==> src/rtl/pcseq_pkg.sv <==
package pcseq_pkg;

   typedef enum logic [2:0] {
      NX_INC  = 3'd0,
      NX_SKIP = 3'd1,
      NX_PCL  = 3'd2,
      NX_JUMP = 3'd3,
      NX_CALL = 3'd4,
      NX_RET  = 3'd5,
      NX_IRQ  = 3'd6
   } nxt_sel_t;

   function automatic logic redirects(nxt_sel_t s);
      return (s != NX_INC);
   endfunction

endpackage

==> src/rtl/pcseq_phase.sv <==
module pcseq_phase #(
   parameter int NUM_PHASES = 4,
   parameter int PHASE_W    = $clog2(NUM_PHASES)
) (
   input  logic               clk,
   input  logic               rst_n,
   output logic [PHASE_W-1:0] phase,
   output logic               first,
   output logic               last
);
   localparam logic [PHASE_W-1:0] LAST_PH = PHASE_W'(NUM_PHASES - 1);

   initial begin
      assert (NUM_PHASES >= 2) else $fatal(1, "NUM_PHASES must be at least 2");
      assert (PHASE_W >= $clog2(NUM_PHASES)) else $fatal(1, "PHASE_W too narrow");
   end

   logic [PHASE_W-1:0] ph_q;

   always_ff @(posedge clk or negedge rst_n) begin
      if (!rst_n)              ph_q <= '0;
      else if (ph_q == LAST_PH) ph_q <= '0;
      else                     ph_q <= ph_q + 1'b1;
   end

   assign phase = ph_q;
   assign first = (ph_q == '0);
   assign last  = (ph_q == LAST_PH);

   assert_phase_wrap_R2: assert property (@(posedge clk) disable iff (!rst_n)
      last |=> first);

endmodule

==> src/rtl/pcseq_stack.sv <==
module pcseq_stack #(
   parameter int AW    = 12,
   parameter int DEPTH = 8
) (
   input  logic          clk,
   input  logic          rst_n,
   input  logic          push,
   input  logic          pop,
   input  logic [AW-1:0] push_data,
   output logic [AW-1:0] top_data
);
   localparam int SP_W = $clog2(DEPTH);

   initial begin
      assert (DEPTH >= 2 && (1 << SP_W) == DEPTH)
         else $fatal(1, "DEPTH must be a power of two");
   end

   logic [SP_W-1:0] sp_q;
   logic [SP_W-1:0] sp_m1;
   logic [AW-1:0]   ent_q [DEPTH];

   assign sp_m1 = sp_q - SP_W'(1);

   always_ff @(posedge clk or negedge rst_n) begin
      if (!rst_n) begin
         sp_q <= '0;
         for (int i = 0; i < DEPTH; i++) ent_q[i] <= '0;
      end else if (push) begin
         ent_q[sp_q] <= push_data;
         sp_q        <= sp_q + SP_W'(1);
      end else if (pop) begin
         sp_q <= sp_m1;
      end
   end

   assign top_data = ent_q[sp_m1];

   assert_push_pop_excl_R7: assert property (@(posedge clk) disable iff (!rst_n)
      !(push && pop));

   assert_push_lands_R8: assert property (@(posedge clk) disable iff (!rst_n)
      push |=> (top_data == $past(push_data)));

endmodule

==> src/rtl/pcseq_irq_sel.sv <==
module pcseq_irq_sel #(
   parameter int AW        = 12,
   parameter int NUM_IRQ   = 6,
   parameter int VEC_SHIFT = 2
) (
   input  logic [NUM_IRQ-1:0] req,
   output logic               any,
   output logic [NUM_IRQ-1:0] grant,
   output logic [AW-1:0]      vector
);
   initial begin
      assert (((NUM_IRQ + 1) << VEC_SHIFT) <= (1 << AW))
         else $fatal(1, "vector table exceeds address space");
   end

   always_comb begin
      grant  = '0;
      vector = '0;
      for (int k = NUM_IRQ - 1; k >= 0; k--) begin
         if (req[k]) begin
            grant    = '0;
            grant[k] = 1'b1;
            vector   = AW'((k + 1) << VEC_SHIFT);
         end
      end
   end

   assign any = |req;

endmodule

==> src/rtl/pcseq_top.sv <==
module pcseq_top #(
   parameter int AW          = 12,
   parameter int LOW_W       = 8,
   parameter int STACK_DEPTH = 8,
   parameter int NUM_IRQ     = 6,
   parameter int VEC_SHIFT   = 2,
   parameter int NUM_PHASES  = 4,
   parameter int PHASE_W     = $clog2(NUM_PHASES),
   parameter int RESET_ADDR  = 0
) (
   input  logic               clk,
   input  logic               rst_n,
   input  logic               op_jump,
   input  logic               op_call,
   input  logic               op_ret,
   input  logic               pcl_we,
   input  logic [LOW_W-1:0]   pcl_byte,
   input  logic [AW-1:0]      jump_target,
   input  logic               skip_taken,
   input  logic [NUM_IRQ-1:0] irq_req,
   output logic [AW-1:0]      fetch_addr,
   output logic               fetch_strobe,
   output logic [PHASE_W-1:0] phase,
   output logic               exec_dummy,
   output logic [NUM_IRQ-1:0] irq_ack
);
   import pcseq_pkg::*;

   initial begin
      assert (LOW_W >= 1 && LOW_W <= AW) else $fatal(1, "LOW_W out of range");
      assert (RESET_ADDR >= 0 && RESET_ADDR < (1 << AW)) else $fatal(1, "RESET_ADDR out of range");
   end

   logic          t1, t4;
   logic [AW-1:0] pc_q, pc_inc, pc_nxt, pc_low_load, stk_top, vec_addr;
   logic          dummy_q, dummy_nxt;
   logic          irq_any, do_push, do_pop;
   logic [NUM_IRQ-1:0] irq_grant;
   nxt_sel_t      sel;

   pcseq_phase #(.NUM_PHASES(NUM_PHASES), .PHASE_W(PHASE_W)) u_phase (
      .clk(clk), .rst_n(rst_n), .phase(phase), .first(t1), .last(t4));

   pcseq_irq_sel #(.AW(AW), .NUM_IRQ(NUM_IRQ), .VEC_SHIFT(VEC_SHIFT)) u_irq (
      .req(irq_req), .any(irq_any), .grant(irq_grant), .vector(vec_addr));

   pcseq_stack #(.AW(AW), .DEPTH(STACK_DEPTH)) u_stack (
      .clk(clk), .rst_n(rst_n), .push(do_push), .pop(do_pop),
      .push_data(pc_q), .top_data(stk_top));

   generate
      if (LOW_W < AW) begin : g_low_merge
         assign pc_low_load = {pc_q[AW-1:LOW_W], pcl_byte};
      end else begin : g_low_full
         assign pc_low_load = AW'(pcl_byte);
      end
   endgenerate

   assign pc_inc = pc_q + AW'(1);

   always_comb begin
      if (dummy_q)          sel = NX_INC;
      else if (op_ret)      sel = NX_RET;
      else if (op_call)     sel = NX_CALL;
      else if (op_jump)     sel = NX_JUMP;
      else if (pcl_we)      sel = NX_PCL;
      else if (skip_taken)  sel = NX_SKIP;
      else if (irq_any)     sel = NX_IRQ;
      else                  sel = NX_INC;
   end

   always_comb begin
      dummy_nxt = redirects(sel);
      unique case (sel)
         NX_SKIP:          pc_nxt = pc_inc;
         NX_PCL:           pc_nxt = pc_low_load;
         NX_JUMP, NX_CALL: pc_nxt = jump_target;
         NX_RET:           pc_nxt = stk_top;
         NX_IRQ:           pc_nxt = vec_addr;
         default:          pc_nxt = pc_inc;
      endcase
   end

   assign do_push = t4 && (sel == NX_CALL || sel == NX_IRQ);
   assign do_pop  = t4 && (sel == NX_RET);

   always_ff @(posedge clk or negedge rst_n) begin
      if (!rst_n) begin
         pc_q    <= AW'(RESET_ADDR);
         dummy_q <= 1'b1;
      end else if (t4) begin
         pc_q    <= pc_nxt;
         dummy_q <= dummy_nxt;
      end
   end

   assign fetch_addr   = pc_q;
   assign fetch_strobe = t1;
   assign exec_dummy   = dummy_q;
   assign irq_ack      = (t4 && sel == NX_IRQ) ? irq_grant : '0;

   assert_pc_hold_R3: assert property (@(posedge clk) disable iff (!rst_n)
      !t4 |=> $stable(pc_q));

   assert_dummy_clears_R11: assert property (@(posedge clk) disable iff (!rst_n)
      (t4 && dummy_q) |=> !dummy_q);

   assert_ack_slot_R10: assert property (@(posedge clk) disable iff (!rst_n)
      (|irq_ack) |-> (t4 && !dummy_q && !op_jump && !op_call && !op_ret && !pcl_we && !skip_taken));

   assert_ack_onehot_R9: assert property (@(posedge clk) disable iff (!rst_n)
      $onehot0(irq_ack));

   assert_ack_lowest_R9: assert property (@(posedge clk) disable iff (!rst_n)
      ((irq_ack - 1'b1) & irq_req & {NUM_IRQ{|irq_ack}}) == '0);

   assert_jump_dummy_R6: assert property (@(posedge clk) disable iff (!rst_n)
      (t4 && !dummy_q && op_jump) |=> dummy_q);

endmodule

==> config.mk <==
export PLATFORM = sky130hd
export DESIGN_NAME = pcseq_top
export DESIGN_NICKNAME = d
export VERILOG_FILES = /design/src/rtl/pcseq_pkg.sv /design/src/rtl/pcseq_phase.sv /design/src/rtl/pcseq_stack.sv /design/src/rtl/pcseq_irq_sel.sv /design/src/rtl/pcseq_top.sv
export SDC_FILE = /design/constraint.sdc
export NUM_CORES = 1
export LEC_CHECK = 0
export BUFFER_PORTS_ARGS = -buffer_cell sky130_fd_sc_hd__buf_2
export CAP_MARGIN = 20
export CORE_MARGIN = 2
export CORE_UTILIZATION = 35
export DETAILED_ROUTE_END_ITERATION = 12
export GPL_ROUTABILITY_DRIVEN = 0
export SLEW_MARGIN = 0
export SYNTH_ARGS = -nofsm -noshare
export SYNTH_HDL_FRONTEND = slang
export SYNTH_SLANG_ARGS = --single-unit
==> constraint.sdc <==
create_clock -name clk -period 2.7 [get_ports clk]
set_clock_uncertainty 0.05 [all_clocks]
set_input_delay 0.54 -clock clk [delete_from_list [all_inputs] [get_ports clk]]
set_output_delay 0.54 -clock clk [all_outputs]
set_load 0.01 [all_outputs]
* Word-level counts from Yosys, hierarchy flattened
Cells that the tools add are included.
Cells by class: muxes and demuxes 30, bitwise operators 3, equal/unequal tests 6, multipliers 0, reduce and logical (&&, ||, !) cells 11, div/mod/pow operators 0, magnitude comparators 3, $add $sub $neg 4, shifts and indexed selects 0
Operators by type and width (number):
- 96-bit bitwise mux | 1
- 12-bit one-hot mux with 4 select lines | 1
- 6-bit 2-to-1 mux | 7
- 12-bit binary-select mux with 3-bit select | 1
- 12-bit demux with 3-bit select | 1
- 12-bit 2-to-1 mux | 3
- 5-bit 2-to-1 mux | 6
- 3-bit 2-to-1 mux | 9
- 12-bit by 1-bit adder with 12-bit output (second input constant) | 1
- 3-bit == test (second input constant) | 3
- 4-bit greater-or-equal comparator (second input constant) | 2
- 3-bit inverter with 4-bit output | 2
- 3-bit by 2-bit == test with 1-bit output (second input constant) | 2
- 6-bit OR reduction | 1
- 1-bit logical AND | 4
- 4-bit by 1-bit < comparator with 1-bit output (second input constant) | 1
- 3-bit by 1-bit adder with 3-bit output (second input constant) | 1
- 3-bit nonzero test | 1
- 3-bit by 1-bit subtractor with 3-bit output (second input constant) | 1
- 2-bit by 1-bit adder with 2-bit output (second input constant) | 1
- 2-bit == test (second input constant) | 1
- 2-bit logical NOT | 1
- 2-bit 2-to-1 mux | 1
- 2-bit AND reduction | 1
- other kinds (4) | 4
Word-level totals: output and inout bits 22, memories kept 0, register bits after elaboration 114, latch bits 0, memory bits (writable) 0, input bits 33, ROM bits 0, logic and storage cells 70

* Logic depth before layout (Yosys ltp)
depth in word-level cells 12, mapped depth 11

* Cells and area by module
Synthesis repeated with hierarchy kept, for this count alone.
Unflattened totals: cells, all modules 557, area total of the unflattened synthesis 6481.2 um^2
By module, submodules not included:
- pcseq_stack | sequential area each 2477.4 um^2, instances 1, area an instance 4820.9 um^2, cells each 353
- pcseq_top | sequential area each 326.6 um^2, instances 1, area an instance 1390.1 um^2, cells each 170
- pcseq_irq_sel | sequential area each 0.0 um^2, instances 1, area an instance 183.9 um^2, cells each 27
- pcseq_phase | sequential area each 50.0 um^2, instances 1, area an instance 86.3 um^2, cells each 7

* Worst setup path before layout
Ideal clock, no wire load.
path type flip-flop to flip-flop, start point register u_stack.sp_q[0], end point register pc_q[10], in the netlist fetch_addr[10], stages on the path, launching flop included 12, buffers on the path 4, slack -0.078 ns, clock period less this slack 2.778 ns, data arrival time 2.582 ns, path through dfrtp_1 buf_6 buf_4 inv_1 ha_1 buf_2 clkbuf_1 mux4_2 mux2i_1 nor2_1 a2111oi_0 a311oi_1
On the way: word-level cells in the longest chain between the ends 6
Ends and longest elaborated chain:
- start: declaration | RTL line pcseq_stack.sv:19 | logic [SP_W-1:0] sp_q;
- start signal: assignment | RTL line pcseq_stack.sv:31 | sp_q <= sp_q + SP_W'(1);
- start signal: assignment | RTL line pcseq_stack.sv:33 | sp_q <= sp_m1;
- 3-bit by 1-bit subtractor with 3-bit output | RTL line pcseq_stack.sv:23 | assign sp_m1 = sp_q - SP_W'(1);
- named net u_stack.sp_m1[0] | RTL line pcseq_stack.sv:20 | logic [SP_W-1:0] sp_m1;
- 3-bit inverter with 4-bit output (not written as such) | RTL line pcseq_stack.sv:37 | assign top_data = ent_q[sp_m1];
- 12-bit binary-select mux with 3-bit select | RTL line pcseq_stack.sv:37
- 12-bit 2-to-1 mux (not written as such) (2 in a row) | RTL line pcseq_stack.sv:37
- 12-bit one-hot mux with 4 select lines | RTL line pcseq_top.sv:74 | unique case (sel)
- end signal: assignment | RTL line pcseq_top.sv:89 | pc_q <= AW'(RESET_ADDR);
- end signal: assignment | RTL line pcseq_top.sv:92 | pc_q <= pc_nxt;
- end: declaration | RTL line pcseq_top.sv:35 | logic [AW-1:0] pc_q, pc_inc, pc_nxt, pc_low_load, stk_top, vec_addr;
The timed path passes the listed nets, and every way through them passes these cells. The select of a mux whose other input is x is not followed. A chain may end at the register's enable or synchronous reset.

* Worst setup path in the final report
start point input port op_jump, end point output port irq_ack[2]
On the way: word-level cells in the longest chain between the ends 7
Ends and longest elaborated chain:
- start: declaration | RTL line pcseq_top.sv:13 | input logic op_jump,
- 3-bit 2-to-1 mux | RTL line pcseq_top.sv:65 | else if (op_jump) sel = NX_JUMP;
- 3-bit 2-to-1 mux | RTL line pcseq_top.sv:64 | else if (op_call) sel = NX_CALL;
- 3-bit 2-to-1 mux | RTL line pcseq_top.sv:63 | else if (op_ret) sel = NX_RET;
- 3-bit 2-to-1 mux | RTL line pcseq_top.sv:62 | if (dummy_q) sel = NX_INC;
- 3-bit == test | RTL line pcseq_top.sv:100 | assign irq_ack = (t4 && sel == NX_IRQ) ? irq_grant : '0;
- 1-bit logical AND | RTL line pcseq_top.sv:100
- 6-bit 2-to-1 mux | RTL line pcseq_top.sv:100
- end: declaration | RTL line pcseq_top.sv:25 | output logic [NUM_IRQ-1:0] irq_ack
Every way passes these cells.

==> results.md <==
- Setup violators final: 0
- Ys async rst share: 100%
- Share of layout cells above drive strength 1: between 40% and 50%
- Cells after synthesis: around 450
- Static Leak: between 3 and 4 nW
- Hold buffer count at CTS: 0
- Antenna Nets Post-Route: 0
- Htree depth: 4
- Largest family of logic cells by synthesized area: multiplexers
- CTS root buf: clkbuf_16
- WL met1: 7.04 mm
- Pre-CTS setup slack: roughly 80 ps
- Die X: 137 um
- Critical Path Sink: irq_ack[2]
- Synth warn: 0
- Antenna violations before repair: 0
- Uppermost layer routed: met4
- Wire length of the first global-routing pass: about 25 mm
- Min-Delay Path Class: primary input to async pin
- # IOs: 55
- Post-synthesis mux area share: a little under a third
- CP Cell Sequence: buf_2 > or3_4 > a21o_1 > a21o_1 > nor2_1 > and3_1 > buf_2
- All-Layer GR Usage: 17.9%
- Placeable Area: 17300 sq um
- VDD IR max: about 450 uV
- Setup crit start: op_jump
- Max_cap viols: 0
- Worst-path clk slew: ~60 ps
- Final wirelength: 15.9 mm
- Synth Area in Adders: just over 1%
- P&R area growth vs syn: 18.3%
- FP Rows: 48
- R2r setup slk: approximately 190 ps
- Fmax: slightly below 400 MHz
- Slew headroom: between 50% and 60%
- CP endpoint kind: output port
- Area occupied by multi-input gates: around 3100 sq um
- Ys flop type: dfrtp_1
- CP Data Required Time: about 2100 ps
- Tot Pwr: 5.69 mW
- DRC: 0
- Largest net degree at the start of global routing: 52
- Worst setup path class: primary input to output port
- Synthesized flop and latch total: 114
- Slowest cell on the critical path: or3_4
- DR pass1 iterations: 5
- Register area share after synthesis: between 40% and 50%
- Seq pwr share: a little under two fifths
- Fill cell count: 1601
- Dpl cell area: approximately 6800 sq um
- Post-Syn Area: ~6200 sq um
- Synth Area in Compound Gates: 7.64%
- Max Root-Sink Buffers: 2
- XOR/XNOR share of the synthesized area: less than 1%
- CTS tree: yes
- Maximum net fanout on the critical path: 6
- Total CTS buffers: 17
- Diode count: 0
- Syn Area/Cell: 13.8 sq um
- Post-route cell area: 7340 sq um
- Clock Latency Late Sink: a little over 400 ps
- 1st-iter DRT viols: 297
- Simple-gate share of the synthesized area: a little under a tenth
- Reg2reg path depth: 8
- Number of global-route vias before repair: 4286
- Sw Share: between 30% and 40%
- Initial Utilization: a little over a third
- DR vias/cell: ~5.6
- Final nets: ~550
- Commonest non-fill, non-tap cell in the layout: dfrtp_1
- Die ar.: about 19000 sq um
- P_int: ~4 mW
- Tmin final: between 2000 and 3000 ps
- CP Launch Type: primary input
- PD cells: just under 800 nW/um^2
- Final Slew Violations: 0
- Clk pwr share: between 30% and 40%
- Post-synth EDFFs: 0
- Final count of hold timing violations: 0
- I/O Buffers: 54
- Commonest non-fill, non-tap cells in the layout: dfrtp_1, mux2_2, buf_2
- Storage cell area: about 2900 sq um
- Met2 WL: between 7 and 8 mm
- CP arrival: about 2000 ps
- Wire per inst: about 21 um
- Post-DP HPWL: 10.7 mm
- Combinational power share: between 20% and 30%
- Unique cell type count in the Yosys netlist: 64
- Vias: between 4000 and 5000
- Post-synth net total: roughly 490
- Outcome: completed
- Slowest cell delay on critical path: 400 ps
- GRT overflow: 0
- WL met3: 1.02 mm
- Net Sw Power: between 1.5 and 2 mW
- Die Height: 137 um
- R2r endpoint: fetch_addr[10]
- Worst r2r src: u_stack.sp_q[0]
- Setup TNS: 0 ps
- CTS sink cnt: between 100 and 150
- Worst-margin pin slew: roughly 670 ps
- Unrepaired setup endpoints after global routing: false
- PnR worst setup slack: approximately 140 ps
- Period utilisation layout: 94.8%
## cell usage after synthesis (7+ instances only)
| cell | number | share of area (%) |
|---|---|---|
| a21oi_1 | 16 | 1.3 |
| mux4_2 | 18 | 6.5 |
| buf_6 | 10 | 1.8 |
| mux2i_1 | 7 | 1.1 |
| mux2_4 | 40 | 9.7 |
| nand3_1 | 9 | 0.73 |
| inv_1 | 8 | 0.48 |
| clkbuf_1 | 21 | 1.3 |
| dfrtp_1 | 113 | 46 |
| nor2_1 | 22 | 1.3 |
| and3_1 | 8 | 0.81 |
| nand2_1 | 9 | 0.54 |
| mux2_2 | 64 | 12 |
## layout make-up
class	count	area share, %
Multi-Input combinational cell	292	42.2
Timing Repair Buffer	80	6.89
Clock inverter	12	1.48
Tap cell	225	3.84
Inverter	8	0.409
Clock buffer	20	6.22
Sequential cell	114	38.9
## stage by stage
step                hold WS, ps  instances  util (%)
floorplan                   194        451         -
global placement            412        719      39.1
detailed placement          417        719      39.1
CTS                         134        751      42.4
global route                160        751      42.4
finish                      108        751      42.4
## worst min path at each step
stage | to | slack [ps] | cells past startpoint
finish | u_stack.ent_q[44] | 110 | 1
global route | u_stack.ent_q[44] | 160 | 1
CTS | u_stack.ent_q[34] | 130 | 1
detailed placement | u_phase.phase[0] | 420 | 1
global placement | u_phase.phase[0] | 410 | 1
floorplan | fetch_addr[0] | 190 | 0
## power by group through the flow
stage          Combinational, mW  Sequential (mW)  Clock [mW]
5_1_grt                     1.50             2.21        2.23
2_1_floorplan              0.991             2.10           0
3_3_place_gp                1.38             2.18           0
6_report                    1.40             2.18        2.11
4_1_cts                     1.41             2.17        2.15
3_5_place_dp                1.40             2.19           0
## layer usage
layer  GRT usage, %  up-vias
met2           28.8      149
li1               -     1847
met4           4.75        0
met1           24.2     2185
met5              0        -
met3           4.30        8
## registers in the layout, summed over array words and instances, names as in the netlist
register and count:
exec_dummy 1, fetch_addr 12, u_phase.phase 2, u_stack.ent_q 96, u_stack.sp_q 3
## critical path: cells and delay by family
kind	cells	cell delay [ps]
buffers and inverters	2	260
AO/OA/AOI/OAI	2	410
AND/OR/NAND/NOR	3	750
## repair_timing
action                     in CTS  in global routing
gates resized for setup         0                  2
setup buffers                   0                  0
setup endpoints to repair       0                  1
## logic make-up after synthesis
logic type | Yosys count
simple gates | 85
mux | 135
xor+xnor | 3
compound gates | 64
flops | 114
fa+ha+maj | 5
buf+inv | 45
Power figures use the tool's default switching activity.
